<file path="config.mk">
export PLATFORM = sky130hd
export DESIGN_NAME = spi_stop_master
export DESIGN_NICKNAME = d
export VERILOG_FILES = /design/src/rtl/spi_stop_master.sv
export SDC_FILE = /design/constraint.sdc
export NUM_CORES = 1
export LEC_CHECK = 0
export ABC_AREA = 1
export BUFFER_PORTS_ARGS = -buffer_cell sky130_fd_sc_hd__buf_4
export CAP_MARGIN = 20
export CORE_ASPECT_RATIO = 0.8
export CORE_UTILIZATION = 60
export CTS_BUF_LIST = sky130_fd_sc_hd__clkbuf_8
export CTS_CLUSTER_SIZE = 40
export DETAILED_ROUTE_END_ITERATION = 8
export HOLD_SLACK_MARGIN = 0.05
export PLACE_DENSITY = 0.86
export SLEW_MARGIN = 20
export SYNTH_ARGS = -nofsm -noshare
export SYNTH_HDL_FRONTEND = slang
export SYNTH_SLANG_ARGS = --single-unit
</file>
<file path="constraint.sdc">
create_clock -name clk -period 2.1 [get_ports clk]
set_clock_uncertainty 0.05 [all_clocks]
set_input_delay 0.21 -clock clk [delete_from_list [all_inputs] [get_ports clk]]
set_output_delay 0.21 -clock clk [all_outputs]
set_load 0.02 [all_outputs]
</file>
<file path="src/rtl/spi_stop_master.sv">
module spi_stop_master #(
  parameter int WORD_W = 8,
  parameter int DIV_W  = 8
) (
  input  logic              clk,
  input  logic              rst_n,
  input  logic              start,
  input  logic [WORD_W-1:0] tx_word,
  input  logic [DIV_W-1:0]  clkgdv,
  output logic [WORD_W-1:0] rx_word,
  output logic              busy,
  output logic              done,
  output logic              sclk,
  output logic              ss_n,
  output logic              mosi,
  output logic              mosi_oe,
  input  logic              miso
);

  localparam int CNT_W = DIV_W + 1;
  localparam int BIT_W = $clog2(WORD_W + 1);

  typedef enum logic [1:0] {S_IDLE, S_LEAD, S_LOW, S_HIGH} state_t;

  state_t            st;
  logic [DIV_W-1:0]  div_q;
  logic [CNT_W-1:0]  cnt;
  logic [BIT_W-1:0]  left;
  logic [WORD_W-1:0] tx_sh, rx_sh;
  logic              shift_pend;

  function automatic logic [CNT_W-1:0] hi_last(input logic [DIV_W-1:0] d);
    if (d != '0 && !d[0]) return CNT_W'(d) + CNT_W'(1);
    else                  return CNT_W'(d);
  endfunction

  function automatic logic [CNT_W-1:0] lo_last(input logic [DIV_W-1:0] d);
    if (d != '0 && !d[0]) return CNT_W'(d) - CNT_W'(1);
    else                  return CNT_W'(d);
  endfunction

  wire [CNT_W-1:0] hi_new = hi_last(clkgdv);
  wire [CNT_W-1:0] hi_cur = hi_last(div_q);
  wire [CNT_W-1:0] lo_cur = lo_last(div_q);

  assign busy    = (st != S_IDLE);
  assign ss_n    = (st == S_IDLE);
  assign mosi_oe = busy;
  assign sclk    = (st != S_LOW);
  assign mosi    = tx_sh[WORD_W-1];

  always_ff @(posedge clk) begin
    if (!rst_n) begin
      st         <= S_IDLE;
      div_q      <= '0;
      cnt        <= '0;
      left       <= '0;
      tx_sh      <= '0;
      rx_sh      <= '0;
      rx_word    <= '0;
      done       <= 1'b0;
      shift_pend <= 1'b0;
    end else begin
      done       <= 1'b0;
      shift_pend <= 1'b0;
      case (st)
        S_IDLE: if (start) begin
          div_q <= clkgdv;
          tx_sh <= tx_word;
          cnt   <= hi_new;
          left  <= BIT_W'(WORD_W);
          st    <= S_LEAD;
        end
        S_LEAD: if (cnt == '0) begin
          cnt <= lo_cur;
          st  <= S_LOW;
        end else cnt <= cnt - 1'b1;
        S_LOW: if (cnt == '0) begin
          rx_sh      <= WORD_W'({rx_sh, miso});
          left       <= left - 1'b1;
          shift_pend <= (left != BIT_W'(1));
          cnt        <= hi_cur;
          st         <= S_HIGH;
        end else cnt <= cnt - 1'b1;
        S_HIGH: begin
          if (shift_pend) tx_sh <= tx_sh << 1;
          if (cnt == '0) begin
            if (left == '0) begin
              st      <= S_IDLE;
              done    <= 1'b1;
              rx_word <= rx_sh;
            end else begin
              cnt <= lo_cur;
              st  <= S_LOW;
            end
          end else cnt <= cnt - 1'b1;
        end
        default: st <= S_IDLE;
      endcase
    end
  end

  p_clock_parks_high_r7: assert property (@(posedge clk) disable iff (!rst_n)
    ss_n |-> sclk);

  p_done_one_cycle_r7: assert property (@(posedge clk) disable iff (!rst_n)
    done |=> !done);

  p_done_at_release_r7: assert property (@(posedge clk) disable iff (!rst_n)
    done |-> (ss_n && !mosi_oe && $past(!ss_n)));

  p_select_needs_start_r4: assert property (@(posedge clk) disable iff (!rst_n)
    $fell(ss_n) |-> $past(start));

  p_div_frozen_r9: assert property (@(posedge clk) disable iff (!rst_n)
    !ss_n |=> $stable(div_q));

  p_data_steady_at_rise_r5: assert property (@(posedge clk) disable iff (!rst_n)
    $rose(sclk) |-> $stable(mosi));

endmodule

</file>
# Word-level counts from Yosys, hierarchy flattened
# Cells that the tools add are included.
word_totals:
  regBits: 49
  input_bits: 20
  output_inout_bits: 14
classes:
  add_sub_neg: 5
  n_eq_ne: 11
  muxes: 22
  reduce_logical: 21
ops:
  columns: ["cell", "n"]
  rows:
  - ["$mux W9", 8]
  - ["$pmux W9 S4", 1]
  - ["$add A8 B1 Y9 const B", 2]
  - ["$mux W8", 2]
  - ["$pmux W8 S2", 1]
  - ["$reduce_bool A8 Y1", 2]
  - ["$reduce_and A3 Y1", 5]
  - ["$ne A2 B2 Y1 const B", 6]
  - ["$mux W2", 5]
  - ["$logic_not A9 Y1", 1]
  - ["$sub A8 B1 Y9 const B", 1]
  - ["$sub A9 B1 Y9 const B", 1]
  - ["$mux W4", 2]
  - ["$pmux W2 S4", 1]
  - ["$pmux W4 S2", 1]
  - ["$reduce_and A2 Y1", 3]
  - ["$reduce_bool A2 Y1", 3]
  - ["$eq A2 B2 Y1 const B", 2]
  - ["$logic_not A4 Y1", 1]
  - ["$ne A4 B1 Y1 const B", 1]
  - ["$reduce_and A4 Y1", 1]
  - ["$sub A4 B1 Y4 const B", 1]
  - ["$ne A3 B3 Y1 const B", 1]
  - ["$eq A2 B1 Y1 const B", 1]
  - ["other kinds (4)", 6]

# Logic depth before layout (Yosys ltp)
logic_depth:
  depth_word: 6
  depth_mapped: 13

# Worst setup path before layout
# Ideal clock, no wire load.
synth_path:
  path_kind: "register -> register"
  startpoint: "register div_q[0]"
  endpoint: "register cnt[2]"
  setup_time_ps: 109
  arrival_time_ps: 1487
  required_ps: 1941
  path_slack_ps: 454
  path_stages_with_launch: 13
  n_path_buf: 0
  cell_sequence: "dfxtp_1 > inv_1 > ha_1 > nand2_1 > inv_1 > nand2_1 > nand2_2 > o21ai_0 > nand2_1 > nand2_1 > nand3_1 > nand2_1 > inv_1"
synth_between:
  elab_chain_cells: 6
  word_cells_on_any_way: 12
  classes_between: "add/sub (2); mux (7); reduce/logical (3)"
synth_lines:
  columns: ["item", "line_no", "source"]
  rows:
  - ["start: declaration", "26", "logic [DIV_W-1:0] div_q;"]
  - ["start signal: assignment", "68", "div_q <= clkgdv;"]
  - ["branches (longest 5 deep; another with $sub A8 B1 Y9)", null, null]
  - ["$pmux W9 S4 *", "66", "case (st)"]
  - ["end signal: assignment", "70", "cnt <= hi_new;"]
  - ["end signal: assignment", "93", "cnt <= lo_cur;"]
  - ["end signal: assignment", "96", "end else cnt <= cnt - 1'b1;"]
  - ["end: declaration", "27", "logic [CNT_W-1:0] cnt;"]
# Every way passes the cells marked *. The select of a mux whose other input is x is not followed.
# A chain may end at the register's enable or synchronous reset.

# Worst setup path in the final report
# Ends and elaborated chain as after synthesis.

==> qor.yml <==
critPathTopFamily: "simple AND/OR/NAND/NOR gates"
antenna_found_initial: 0
avgRoutedWirePerCell_um: 13.8
worstPathMaxFanout: 7
post_cts_buffers: 0
hold_path_startpoint: "tx_word[0]"
seq_area_um2: 981
pin_count: 34
critPathRequiredTime_ns: 2.26
busiest_layer: "met2"
ctsResizeCount: 0
synth_area_mm2: 0.00292
critPathBufInv: 3
clkLatencyLatePin_ns: 0.31
vdd_drop_max_mv: 0.508
placementRows: 22
relSlewSlack_pct: 74.4
final_cells: 523
r2r_cells: 12
antennaDiodeCount: 0
hold_path_class: "in2reg"
htreeDepth: 2
period_minus_slack_ns: 1.92
drive_above_1_share_pct: 17.1
syn_area_per_cell_um2: 6.77
path_cells: "inv_1 > ha_1 > nand2_1 > inv_1 > nand2_1 > nand2_2 > o21ai_0 > nand2_1 > nand2_1 > nand3_1 > nand2_1 > inv_1"
dieArea_mm2: 0.00516
area_growth_pct: 13.0
fin_crit_sh_pct: 91.5
use_met1_pct: 41.9
place.port_buffers: 33
synth_warnings: 0
timing.hold.ws_ns: 0.105
fmax_mhz: 520
synth_async_sr_flop_share_pct: 0
crit_slowest_cell: "dfxtp_1"
grt-ovfl-total: 0
use_met2_pct: 45.2
cts_buffers: 5
drt-initial-drc-count: 323
rr_endpoint: "cnt[2]"
fill_cells: 370
fp.coreArea_mm2: 0.00462
rsz0062_at_grt: "no"
pre_cts_ws_ns: 0.229
cap_viol_max_count: 0
utilization_pct: 71.4
grt_pass1_wl_um: 11900
crit_top_cell: "nand2_1"
rrSetupSlack_ns: 0.18
criticalPathCategory: "reg2reg"
cts.path.max_buffers: 2
ys_ff_latch: 49
critical_path.max_stage_delay_ns: 0.41
fin_nets: 491
status: "finished clean"
cp.arrival_ns: 2.09
ys_seq_area_share_pct: 33.6
cts_tree: "done"
viasPerCell: 5.75
path_depth: 12
synth_cell_types: 33
gp_congestion: 0.959
dpl_cell_area_mm2: 0.00316
drt-total-wl_um: 7200
endpoint_kind: "flop"
fp.dieH_um: 64.4
clockRootBuffer: "clkbuf_8"
slew_viol_final: 0
multi_input_area_mm2: 0.00161
hold_violations: 0
grt_pass1_vias: 2611
vias: 3009
die_x_um: 80.0
start_util_pct: 63.2
grt_usage_pct: 30.1
hold_buffers: 0
leakage_nw: 1.57
grt_max_degree: 42
setup_ws_ns: 0.179
dp_hpwl_um: 5240
synth_nets: 461
clock-sinks: 49
grt_use_met3_pct: 8.87
finalSetupViolations: 0
placed_cells: 515
cp-startpoint: "div_q[0]"
syn_inst: 432
tightest_slew_ns: 0.382
post-route-cell-area_mm2: 0.00330
clk_pin_slew_ns: 0.09
fin_setup_tns_ns: 0
power_density_mw_per_mm2: 777
drtPass1Iterations: 5
crit_path_start_kind: "flop"
critPathCapture: "cnt[2]"
synth-edff-count: 0
drc: 0
ys_dominant_reg_cell: "dfxtp_1"
power_mw: 2.57
ant_nets: 0
timing.rr.start: "div_q[0]"
[layer usage]
layer  vias to the layer above  share of wire [%]
li1                       1481                  -
met1                      1370                 46
met2                       145                 43
met3                        13                 10
met4                         0                1.3
met5                         -                  0
[where the power goes]
part / total [mW] / internal (mW) / switching [mW] / leakage (nW)
Clock: 0.818 / 0.479 / 0.338 / 0.0687
Combinational: 0.689 / 0.239 / 0.450 / 1.10
Sequential: 1.06 / 0.992 / 0.0677 / 0.401
Total: 2.57 / 1.71 / 0.856 / 1.57
[how the worst min path moves through the flow]
stage	to	slack [ns]	depth (start not counted)
3_5_place_dp	tx_sh[0]	0.41	2
4_1_cts	tx_sh[0]	0.10	3
6_report	tx_sh[0]	0.10	3
2_1_floorplan	div_q[3]	0.30	2
3_3_place_gp	tx_sh[0]	0.40	2
5_1_grt	tx_sh[7]	0.11	3
[cell usage after synthesis (all sizes together) (3+ instances only)]
| master | count | area, µm² |
|---|---|---|
| nand2 | 97 | 387 |
| inv | 53 | 199 |
| nor2 | 52 | 269 |
| dfxtp | 49 | 981 |
| nand3 | 48 | 245 |
| o21ai | 44 | 231 |
| a21oi | 32 | 164 |
| buf | 12 | 111 |
| a31oi | 9 | 56.3 |
| ha | 9 | 113 |
| nor3 | 7 | 35.0 |
| nand4 | 5 | 31.3 |
| clkbuf | 4 | 15.0 |
| xor2 | 3 | 26.3 |
[layout by cell type (no fill, tap or decap)]
cell type	synthesis	layout
o21ai_2	3	3
dfxtp_1	49	49
nand2_4	2	2
a21oi_1	31	31
bufinv_16	0	2
nand3_1	47	47
a21oi_2	1	1
o21ai_1	1	1
o21ai_0	40	40
ha_1	9	9
clkbuf_8	0	5
nand2_1	92	92
o211ai_1	1	1
nor2_1	40	40
nand2_2	3	3
o21bai_1	1	1
nor2_4	6	6
nor2_2	5	5
nor2_8	1	1
inv_6	0	1
xor2_1	3	3
inv_2	7	7
or2_2	2	2
a311oi_2	1	1
inv_1	46	46
nand3_2	1	1
nand4_1	5	5
o22ai_1	1	1
and2_1	1	1
nor3_1	7	7
clkinv_1	1	1
buf_4	3	39
a31oi_1	9	9
[flip-flops by register name, summed over array words and instances, names as in the netlist]
register	flops
cnt	9
div_q	8
rx_sh	8
rx_word	8
tx_sh	8
left	4
st	2
done	1
shift_pend	1
[tightest hold or removal path: stages]
cell and delay [ns]:
buf_4 0.11, nand2_1 0.05, a21oi_1 0.06
[area by class of cell]
class | count | area share [%]
Clock inverter | 3 | 2.08
Multi-Input combinational cell | 313 | 48.8
Tap cell | 60 | 2.27
Sequential cell | 49 | 29.7
Inverter | 54 | 6.14
Clock buffer | 5 | 2.08
Timing Repair Buffer | 39 | 8.87
[kinds of logic after synthesis]
group | Yosys count | share of synthesized area [%]
adders and majority gates | 9 | 3.85
AOI/OAI and AO/OA | 89 | 16.7
buffers and inverters | 70 | 11.3
and+or+nand+nor | 212 | 33.7
DFF | 49 | 33.6
xor gates and xnor gates | 3 | 0.899
No activity file was read; power rests on OpenSTA's default activity.
